File: src/rtl/gpx_regcore.sv
module gpx_regcore (
  input  logic        clk,
  input  logic        rst_n,
  input  logic        txn_start,
  input  logic        txn_rd,
  input  logic        rx_valid,
  input  logic [7:0]  rx_data,
  input  logic        tx_req,
  output logic [7:0]  tx_data,
  input  logic        txn_stop,
  input  logic [15:0] pin_in,
  output logic [15:0] pin_out,
  output logic [15:0] pin_oe
);

  logic [15:0] sync_a, sync_b;
  logic [1:0][7:0] out_r, pol_r, dir_r;
  logic [2:0] ptr;
  logic       ptr_ok;
  logic       wr_act, rd_act, cmd_pend;
  logic [7:0] rd_mux;

  wire data_wr = rx_valid && wr_act && !cmd_pend;
  wire data_rd = tx_req && rd_act;
  wire [7:0] pin_byte = ptr[0] ? sync_b[15:8] : sync_b[7:0];

  always_ff @(posedge clk) begin
    if (!rst_n) begin
      sync_a <= '0;
      sync_b <= '0;
    end else begin
      sync_a <= pin_in;
      sync_b <= sync_a;
    end
  end

  always_comb begin
    if (!ptr_ok) rd_mux = 8'hFF;
    else begin
      case (ptr[2:1])
        2'd0:    rd_mux = pin_byte ^ pol_r[ptr[0]];
        2'd1:    rd_mux = out_r[ptr[0]];
        2'd2:    rd_mux = pol_r[ptr[0]];
        default: rd_mux = dir_r[ptr[0]];
      endcase
    end
  end

  always_ff @(posedge clk) begin
    if (!rst_n) begin
      out_r    <= {8'hFF, 8'hFF};
      pol_r    <= '0;
      dir_r    <= {8'hFF, 8'hFF};
      ptr      <= '0;
      ptr_ok   <= 1'b1;
      wr_act   <= 1'b0;
      rd_act   <= 1'b0;
      cmd_pend <= 1'b0;
      tx_data  <= 8'hFF;
    end else if (txn_start) begin
      wr_act   <= !txn_rd;
      rd_act   <= txn_rd;
      cmd_pend <= !txn_rd;
    end else if (txn_stop) begin
      wr_act   <= 1'b0;
      rd_act   <= 1'b0;
      cmd_pend <= 1'b0;
    end else begin
      if (rx_valid && wr_act && cmd_pend) begin
        cmd_pend <= 1'b0;
        if (rx_data < 8'd8) begin
          ptr    <= rx_data[2:0];
          ptr_ok <= 1'b1;
        end else begin
          ptr_ok <= 1'b0;
        end
      end
      if (data_wr) begin
        if (ptr_ok) begin
          case (ptr[2:1])
            2'd1:    out_r[ptr[0]] <= rx_data;
            2'd2:    pol_r[ptr[0]] <= rx_data;
            2'd3:    dir_r[ptr[0]] <= rx_data;
            default: ;
          endcase
        end
        ptr[0] <= ~ptr[0];
      end
      if (data_rd) begin
        tx_data <= rd_mux;
        ptr[0]  <= ~ptr[0];
      end
    end
  end

  assign pin_oe  = ~{dir_r[1], dir_r[0]};
  assign pin_out = {out_r[1], out_r[0]} & pin_oe;

  AST_PTR_PAIR: assert property (@(posedge clk) disable iff (!rst_n)
    (!txn_start && !txn_stop && (data_wr || data_rd)) |=>
      (ptr[0] != $past(ptr[0])) && (ptr[2:1] == $past(ptr[2:1]))) else $error("ptr pair");
  AST_INPUT_RO: assert property (@(posedge clk) disable iff (!rst_n)
    (!txn_start && !txn_stop && data_wr && ptr[2:1] == 2'd0) |=>
      $stable(pin_out) && $stable(pin_oe)) else $error("input write");
  AST_BAD_CMD: assert property (@(posedge clk) disable iff (!rst_n)
    (!txn_start && !txn_stop && rx_valid && wr_act && cmd_pend && rx_data > 8'd7) |=> !ptr_ok) else $error("bad cmd");
  AST_BAD_READ: assert property (@(posedge clk) disable iff (!rst_n)
    (!txn_start && !txn_stop && data_rd && !ptr_ok) |=> tx_data == 8'hFF) else $error("bad read");
  AST_STOP_IDLE: assert property (@(posedge clk) disable iff (!rst_n)
    (txn_stop && !txn_start) |=> !wr_act && !rd_act && !cmd_pend) else $error("stop");
  AST_NO_TX: assert property (@(posedge clk) disable iff (!rst_n)
    (tx_req && !rd_act && !txn_start && !txn_stop) |=> $stable(tx_data)) else $error("stray tx");

endmodule

File: config.mk
export PLATFORM = sky130hd
export DESIGN_NAME = gpx_regcore
export DESIGN_NICKNAME = d
export VERILOG_FILES = /design/src/rtl/gpx_regcore.sv
export SDC_FILE = /design/constraint.sdc
export NUM_CORES = 1
export LEC_CHECK = 0
export BUFFER_PORTS_ARGS = -buffer_cell sky130_fd_sc_hd__buf_4
export CAP_MARGIN = 30
export CORE_MARGIN = 2
export CORE_UTILIZATION = 45
export DETAILED_ROUTE_END_ITERATION = 10
export GPL_TIMING_DRIVEN = 0
export MAX_ROUTING_LAYER = met4
export PLACE_DENSITY_LB_ADDON = 0.25
export SYNTH_ARGS = -nofsm -noshare
export SYNTH_HDL_FRONTEND = slang
export SYNTH_SLANG_ARGS = --single-unit
File: constraint.sdc
create_clock -name clk -period 4.8 [get_ports clk]
set_clock_uncertainty 0.2 [all_clocks]
set_input_delay 0.24 -clock clk [delete_from_list [all_inputs] [get_ports clk]]
set_output_delay 0.24 -clock clk [all_outputs]
set_load 0.05 [all_outputs]
==> flow_summary.yaml, run 1 <==
sta:
  rsz0062_at_grt: "no"
  tightest_slew_ns: 0.840
  finalCritPeriodShare: 0.521
  setup_viol: 0
  hold_viol: 0
  fmax_mhz: 400
  whs_ns: 0.0756
  relSlewSlack: 0.436
  layout_setup_ws_ns: 2.30
  maxSlewViolCount: 0
  fin_setup_tns_ns: 0
  period_needed_ns: 2.50
place:
  dp_hpwl_microns: 6690
  portBuffers: 70
  gp_congestion: 0.820
  place_ws_ns: 2.32
  place_area_sq_mm: 0.00460
final_layout:
  antenna_cells: 0
  nNetsFinal: 540
  final_area_sq_mm: 0.00510
  postLayoutCoreUtil: 0.594
  drive_gt1_frac: 0.198
  fill_cells: 753
  areaGrowthSynthToFinish_pct: 29.6
routing:
  firstDrtPassIters: 5
  vias: 3298
  wl_per_cell_microns: 15.5
  drc_errors: 0
  avgViaCountPerCell: 5.30
  wirelength_microns: 9620
  ant_nets: 0
  drt_iter0_drc: 202
clock_network:
  cts_sinks: 95
  htree_levels: 3
  clk_latency_ns: 0.35
  cts_buffers: 9
  path_clk_slew_ns: 0.09
  cts_tree: "built"
  clockBufferDepth: 2
  cts_root_buffer: "clkbuf_8"
yosys:
  synth_seq_cells: 95
  synth_flop_cell: "dfxtp_1"
  ys_types: 37
  synth_edf_count: 0
  synth_top_area_cell: "dfxtp_1"
  avgSynthCellArea_sq_um: 9.79
  synth_area_leaders: "dfxtp_1, mux2i_1, and2_1, nand2_1, mux4_2"
  synth_top_area_share: 0.483
  syn_area_sq_mm: 0.00394
  ys_warn_count: 0
  synth-async-reset-ratio: 0
  synth_most_common_cell: "dfxtp_1"
  syn_inst: 402
  syn-num-nets: 433
  synth_common_cells: "dfxtp_1, nand2_1, mux2i_1"
  seq_area_frac_synth: 0.483
worst_setup_path:
  rr_startpoint: "ptr[0]"
  end_kind: "flip-flop"
  cp.arrival_ns: 2.58
  cp.required_ns: 4.88
  cp_max_fo: 10
  startpoint_type: "flip-flop"
  startpoint: "ptr[0]"
  criticalPathCategory: "flip-flop to flip-flop"
grt:
  antenna_found_initial: 0
  grt_pass1_wl_microns: 15300
  grt_max_degree: 16
  gr-total-overflow: 0
  grt.total_usage: 0.210
  grt_pass1_vias: 3080
die:
  start_util: 0.458
  die_h_microns: 97.5
  rows: 34
  die_area_sq_mm: 0.00951
  die_w_microns: 97.5
  io_pins: 71
  core_sq_mm: 0.00859
job:
  drv_cap: 0
power_and_ir_drop:
  power_leakage_nw: 2.16
  p_per_area_mw_per_mm2: 305
  vdd_drop_max_uv: 154
run_status:
  status: "finished, final reports clean"
min_path:
  worstHoldStart: "txn_stop"
  hp-class: "input pin to flip-flop"
## routing by layer
metal  vias up  GRT usage  wire length, microns
met3        21     0.0288                   504
met5         -          -                     0
met4         0     0.0855                   225
met1      1584      0.266                  4040
li1       1589          -                     -
met2       104      0.338                  4850
## worst max-delay path, stage by stage (launching register included)
cell	delay, ns
dfxtp_1	0.33
clkbuf_1	0.47
buf_2	0.38
nor2_1	0.09
nand4_1	0.27
clkbuf_1	0.45
nand3_1	0.14
o21ai_1	0.10
## timing repair
item                      CTS  global route
hold buffers               26             0
buffers inserted            0             0
gates resized for setup     0             0
hold endpoints to repair   53             0
## sequential cells by signal, indices dropped and copies added, names as in the netlist
signal / flops
dir_r: 16
cmd_pend: 1
ptr: 3
out_r: 16
tx_data: 8
sync_b: 16
pol_r: 16
wr_act: 1
rd_act: 1
sync_a: 16
ptr_ok: 1
## logic make-up (layout without fill, tap and decap cells)
family / Yosys count / in the layout / share of synthesized area
compound gates: 48 / 48 / 0.0782
xor+xnor: 16 / 16 / 0.0356
buf+inv: 42 / 154 / 0.0480
flops: 95 / 95 / 0.483
mux: 50 / 50 / 0.153
simple gates: 151 / 151 / 0.202
## power breakdown
group	leakage (nW)	internal, mW	switching [mW]
Combinational	1.27	0.0579	0.0581
Clock	0.124	0.362	0.272
Sequential	0.775	0.803	0.00554
Total	2.16	1.22	0.336
## metrics by stage
step                      instances  power (mW)
after global placement          580       0.923
after floorplan                 402       0.880
after global routing            622        1.61
after CTS                       622        1.57
final                           622        1.56
after detailed placement        580       0.925
## cell type report
class | count | area [sq um] | area share
sequential | 95 | 1900 | 0.373
inverter | 17 | 63.8 | 0.0125
multi-input combinational | 265 | 1840 | 0.362
tap | 108 | 135 | 0.0265
clock inverter | 5 | 104 | 0.0204
buffer | 25 | 125 | 0.0245
clock buffer | 11 | 141 | 0.0277
timing repair buffer | 96 | 786 | 0.154
## cell usage in the layout, fill, tap and decap left out, types with 2 or more instances in the layout
cell type	Yosys	final
mux2i_1	42	42
nor3b_1	2	2
inv_1	17	17
clkbuf_8	1	11
dfxtp_1	95	95
o22a_1	8	8
buf_6	2	2
nor4b_1	2	2
bufinv_16	0	3
nand2_1	52	52
o22ai_1	7	7
a31oi_1	2	2
a21oi_1	3	3
o21ai_1	17	17
nand4_1	5	5
or4_1	2	2
xnor2_1	15	15
buf_2	5	5
o211ai_1	8	8
clkbuf_1	16	17
buf_4	0	70
nand3_1	19	19
nor2_1	6	6
dlygate4sd3_1	0	26
nor2b_1	22	22
mux4_2	8	8
and2_1	33	33
## worst paths after layout
path	to	slack, ns	cells after the start
max reg2reg	pol_r[7]	2.30	7
max	pol_r[7]	2.30	7
min reg2reg	sync_b[8]	0.24	1
min	wr_act	0.08	4
No activity file was read; power rests on OpenSTA's default activity.
==> run 2, diff against run 1 <==
- clock period: 4.8 -> 2.09 ns (I/O delays scaled with it)
==> flow_summary.yaml, run 2 (synthesis results as in run 1) <==
routing:
  wl_per_cell_microns: 15.6
  avgViaCountPerCell: 5.25
  drc_errors: 0
  ant_nets: 0
  firstDrtPassIters: 4
  wirelength_microns: 9830
  drt_iter0_drc: 186
  vias: 3300
sta:
  relSlewSlack: 0.440
  finalCritPeriodShare: 0.975
  fmax_mhz: 491
  period_needed_ns: 2.04
  maxSlewViolCount: 0
  fin_setup_tns_ns: 0
  rsz0062_at_grt: "no"
  tightest_slew_ns: 0.835
  setup_viol: 0
  hold_viol: 0
grt:
  grt_max_degree: 16
  gr-total-overflow: 0
  grt_pass1_wl_microns: 15600
  antenna_found_initial: 0
  grt.total_usage: 0.214
  grt_pass1_vias: 3124
die:
  die_w_microns: 97.5
  die_area_sq_mm: 0.00951
  die_h_microns: 97.5
  io_pins: 71
  rows: 34
  core_sq_mm: 0.00859
  start_util: 0.458
final_layout:
  nNetsFinal: 547
  drive_gt1_frac: 0.211
  stdcell_count: 629
  final_area_sq_mm: 0.00519
  antenna_cells: 0
  postLayoutCoreUtil: 0.604
  layout_common_cells: "dfxtp_1, buf_4, nand2_1"
  areaGrowthSynthToFinish_pct: 32.0
  final_common_cell: "dfxtp_1"
run_status:
  status: "finished, final reports clean"
power_and_ir_drop:
  p_int_mw: 2.81
  power_leakage_nw: 2.20
  p_comb_frac: 0.075
  p_per_area_mw_per_mm2: 691
  p_switching_mw: 0.774
  swShare: 0.216
  total_power_mw: 3.59
  p_seq_frac: 0.519
  vdd_drop_max_uv: 353
  clock_power_share: 0.406
place:
  place_area_sq_mm: 0.00460
  portBuffers: 70
  dp.cells: 580
  dp_hpwl_microns: 6690
  gp_congestion: 0.820
worst_setup_path:
  criticalPathCategory: "input pin to flip-flop"
  startpoint_type: "input pin"
  cp_max_fo: 6
  cp.arrival_ns: 2.12
  end_kind: "flip-flop"
  cp.required_ns: 2.17
clock_network:
  cts_tree: "built"
  htree_levels: 3
  clk_latency_ns: 0.35
  cts_sinks: 95
  clockBufferDepth: 2
  cts_root_buffer: "clkbuf_8"
  cts_buffers: 9
  path_clk_slew_ns: 0.09
min_path:
  hp-class: "input pin to flip-flop"
job:
  drv_cap: 0
==> run 2: cell types whose count changed in the layout (fill, tap and decap cells not counted), sizes merged <==
cell / previous run / this run
dlygate4sd3: 26 / 31
clkbuf: 28 / 29
buf: 78 / 79
==> run 2: cell type report <==
type	count	area, sq um
Buffer	24	131
Clock buffer	11	141
Clock inverter	5	104
Fill cell	739	3400
Inverter	17	63.8
Multi-Input combinational cell	265	1860
Sequential cell	95	1900
Tap cell	108	135
Timing Repair Buffer	104	858
==> run 2: path summary, 6_finish.rpt <==
| check | from | end | slack [ns] | cells after the start |
|---|---|---|---|---|
| worst max-delay path | rx_data[3] | ptr[0] | 0.05 | 7 |
| worst min-delay path | txn_start | wr_act | 0.03 | 4 |
| worst max register to register | ptr_ok | out_r[14] | 0.06 | 5 |
| worst min register to register | sync_a[8] | sync_b[8] | 0.24 | 1 |
==> run 2: metrics by stage <==
step | hold WS [ns] | worst slack, ns
final | 0.0267 | 0.0518
after global routing | 0.0415 | 0.00725
after CTS | 0.0163 | 0.0440
after detailed placement | 0.115 | -0.390
after global placement | 0.112 | -0.360
after floorplan | 0.0296 | 0.219
==> run 2: routing by layer <==
layer / wire (microns) / GRT usage / part of all wire / up-vias
li1: - / - / - / 1594
met1: 4130 / 0.270 / 0.42 / 1589
met2: 4970 / 0.345 / 0.51 / 99
met3: 519 / 0.0295 / 0.053 / 18
met4: 216 / 0.0908 / 0.022 / 0
met5: 0 / - / 0 / -
==> run 2: worst max-delay path, stage by stage <==
cell and delay, ns:
dlygate4sd3_1 0.53, buf_4 0.16, or4_1 0.41, or4_1 0.39, buf_2 0.17, or2_0 0.22, a31oi_1 0.12
==> run 2: timing repair <==
item | CTS | global route
hold endpoints to repair | 71 | 0
gates resized for setup | 3 | 6
setup endpoints to repair | 44 | 24
pin swaps | 2 | 0
hold buffers | 31 | 0
setup buffers | 3 | 0
==> run 2: power by group through the flow <==
stage	logic [mW]	clock network, mW	registers (mW)
floorplan	0.117	0	1.90
detailed placement	0.226	0	1.90
global route	0.293	1.55	1.87
global placement	0.220	0	1.90
CTS	0.267	1.48	1.86
finish	0.270	1.46	1.86
==> run 3, diff against run 2 <==
--- a/config.mk
+++ b/config.mk
@@ -6,5 +6,5 @@
 export NUM_CORES = 1
 export LEC_CHECK = 0
-export BUFFER_PORTS_ARGS = -buffer_cell sky130_fd_sc_hd__buf_4
+export BUFFER_PORTS_ARGS = -buffer_cell sky130_fd_sc_hd__buf_2
 export CAP_MARGIN = 30
 export CORE_MARGIN = 2
==> constraint.sdc (replaced) <==
create_clock -name clk -period 2.09 [get_ports clk]
set_clock_uncertainty 0.2 [all_clocks]
set_input_delay 0.209 -clock clk [delete_from_list [all_inputs] [get_ports clk]]
set_output_delay 0.209 -clock clk [all_outputs]
set_load 0.05 [all_outputs]
==> flow_summary.yaml, run 3 (synthesis results as in run 1) <==
routing:
  vias: 3327
  wl_per_cell_microns: 15.4
  drt_iter0_drc: 125
  avgViaCountPerCell: 5.31
  drc_errors: 0
  ant_nets: 0
  firstDrtPassIters: 4
  wirelength_microns: 9630
grt:
  grt.total_usage: 0.213
  use_met2: 0.340
  use_met3: 0.0309
  grt_pass1_wl_microns: 15400
  grt.busiest_layer: "met2"
  grtUsageMet1: 0.268
  antenna_found_initial: 0
  grt_max_degree: 17
  grt_pass1_vias: 3126
  gr-total-overflow: 0
place:
  place_area_sq_mm: 0.00442
  dp_hpwl_microns: 6550
  portBuffers: 70
  gp_congestion: 0.842
die:
  io_pins: 71
  core_sq_mm: 0.00859
  die_w_microns: 97.5
  die_area_sq_mm: 0.00951
  start_util: 0.458
  rows: 34
  die_h_microns: 97.5
sta:
  finalCritPeriodShare: 0.950
  period_needed_ns: 1.99
  hold_viol: 0
  setup_viol: 0
  tightest_slew_ns: 0.839
  fmax_mhz: 503
  rsz0062_at_grt: "no"
  relSlewSlack: 0.437
  maxSlewViolCount: 0
  whs_ns: 0.0385
power_and_ir_drop:
  power_leakage_nw: 2.14
  vdd_drop_max_uv: 481
  p_per_area_mw_per_mm2: 693
  total_power_mw: 3.43
worst_setup_path:
  startpoint_type: "flip-flop"
  rr_startpoint: "ptr[2]"
  ff2ff_setup_slack_ns: 0.10
  end_kind: "flip-flop"
  worstRegToRegCells: 6
  cp.arrival_ns: 2.01
  cp_max_fo: 10
  worst_r2r_endpoint: "out_r[5]"
  criticalPathCategory: "flip-flop to flip-flop"
  cp.required_ns: 2.12
final_layout:
  drive_gt1_frac: 0.218
  regArea_sq_mm: 0.00190
  fill_cells: 790
  layout_common_cells: "dfxtp_1, buf_2, nand2_1"
  areaGrowthSynthToFinish_pct: 25.9
  antenna_cells: 0
  nNetsFinal: 544
  multi_input_area_sq_mm: 0.00186
  final_area_sq_mm: 0.00495
  final_common_cell: "dfxtp_1"
clock_network:
  cts_sinks: 95
  clk_latency_ns: 0.36
  cts_tree: "built"
  htree_levels: 3
  path_clk_slew_ns: 0.09
  clockBufferDepth: 2
  cts_root_buffer: "clkbuf_8"
  cts_buffers: 9
min_path:
  whs_endpoint: "cmd_pend"
  hp-class: "input pin to flip-flop"
  worstHoldStart: "rx_valid"
  holdPathStages: 4
run_status:
  status: "finished, final reports clean"
job:
  drv_cap: 0
run 3: changes by cell type in the layout (fill, tap and decap cells not counted), sizes merged:
cell | before | now
buf | 79 | 81
bufinv | 3 | 2
clkbuf | 29 | 27
clkinv | 1 | 3
clkinvlp | 0 | 1
dlygate4sd3 | 31 | 26
run 3: critical path, stage by stage, from the launching register on:
cell and delay, ns:
dfxtp_1 0.31, buf_2 0.20, clkbuf_2 0.26, nor4b_2 0.33, clkbuf_4 0.28, mux2i_1 0.22
nand2_1 0.06
run 3: cell type report:
| type | instances | area share |
|---|---|---|
| inverters | 17 | 0.0129 |
| clock inverters | 7 | 0.0192 |
| well taps | 108 | 0.0273 |
| multi-input cells | 265 | 0.375 |
| flip-flops and latches | 95 | 0.384 |
| clock buffers | 9 | 0.0250 |
| plain buffers | 24 | 0.0260 |
| repair buffers | 101 | 0.131 |
run 3: metrics by stage:
stage                     cells  worst slack, ns  utilization  TNS [ns]
final                       626            0.104        0.576         0
after global routing        626          0.00608        0.576         0
after CTS                   623           0.0441        0.572         0
after detailed placement    580           -0.433        0.514     -9.32
after global placement      580           -0.368        0.514     -8.68
after floorplan             402            0.219            -         0
run 3: worst max-delay path by stage:
stage,from,endpoint,slack (ns)
floorplan,ptr[2],dir_r[0],0.22
finish,ptr[2],out_r[5],0.10
global placement,ptr[2],dir_r[4],-0.37
CTS,ptr[2],out_r[5],0.04
detailed placement,ptr[2],dir_r[15],-0.43
global route,ptr[2],out_r[5],0.006
run 3: what timing repair did:
item	in CTS	in global routing
pin swaps	2	2
gates resized for setup	3	4
hold buffers	26	0
setup endpoints to repair	50	24
setup buffers	2	3
hold endpoints to repair	67	0
gates cloned	0	0
run 3: layer usage:
layer  part of all wire  vias to the layer above
li1                   -                     1594
met1               0.43                     1576
met2               0.48                      136
met3              0.065                       21
met4              0.025                        0
met5                  0                        -
run 3: power breakdown:
group          internal (mW)  leakage (nW)  switching, mW  total (mW)
sequential              1.84         0.775         0.0178        1.86
clock                  0.676         0.110          0.652        1.33
combinational          0.116          1.26          0.128       0.244
total                   2.64          2.14          0.797        3.43
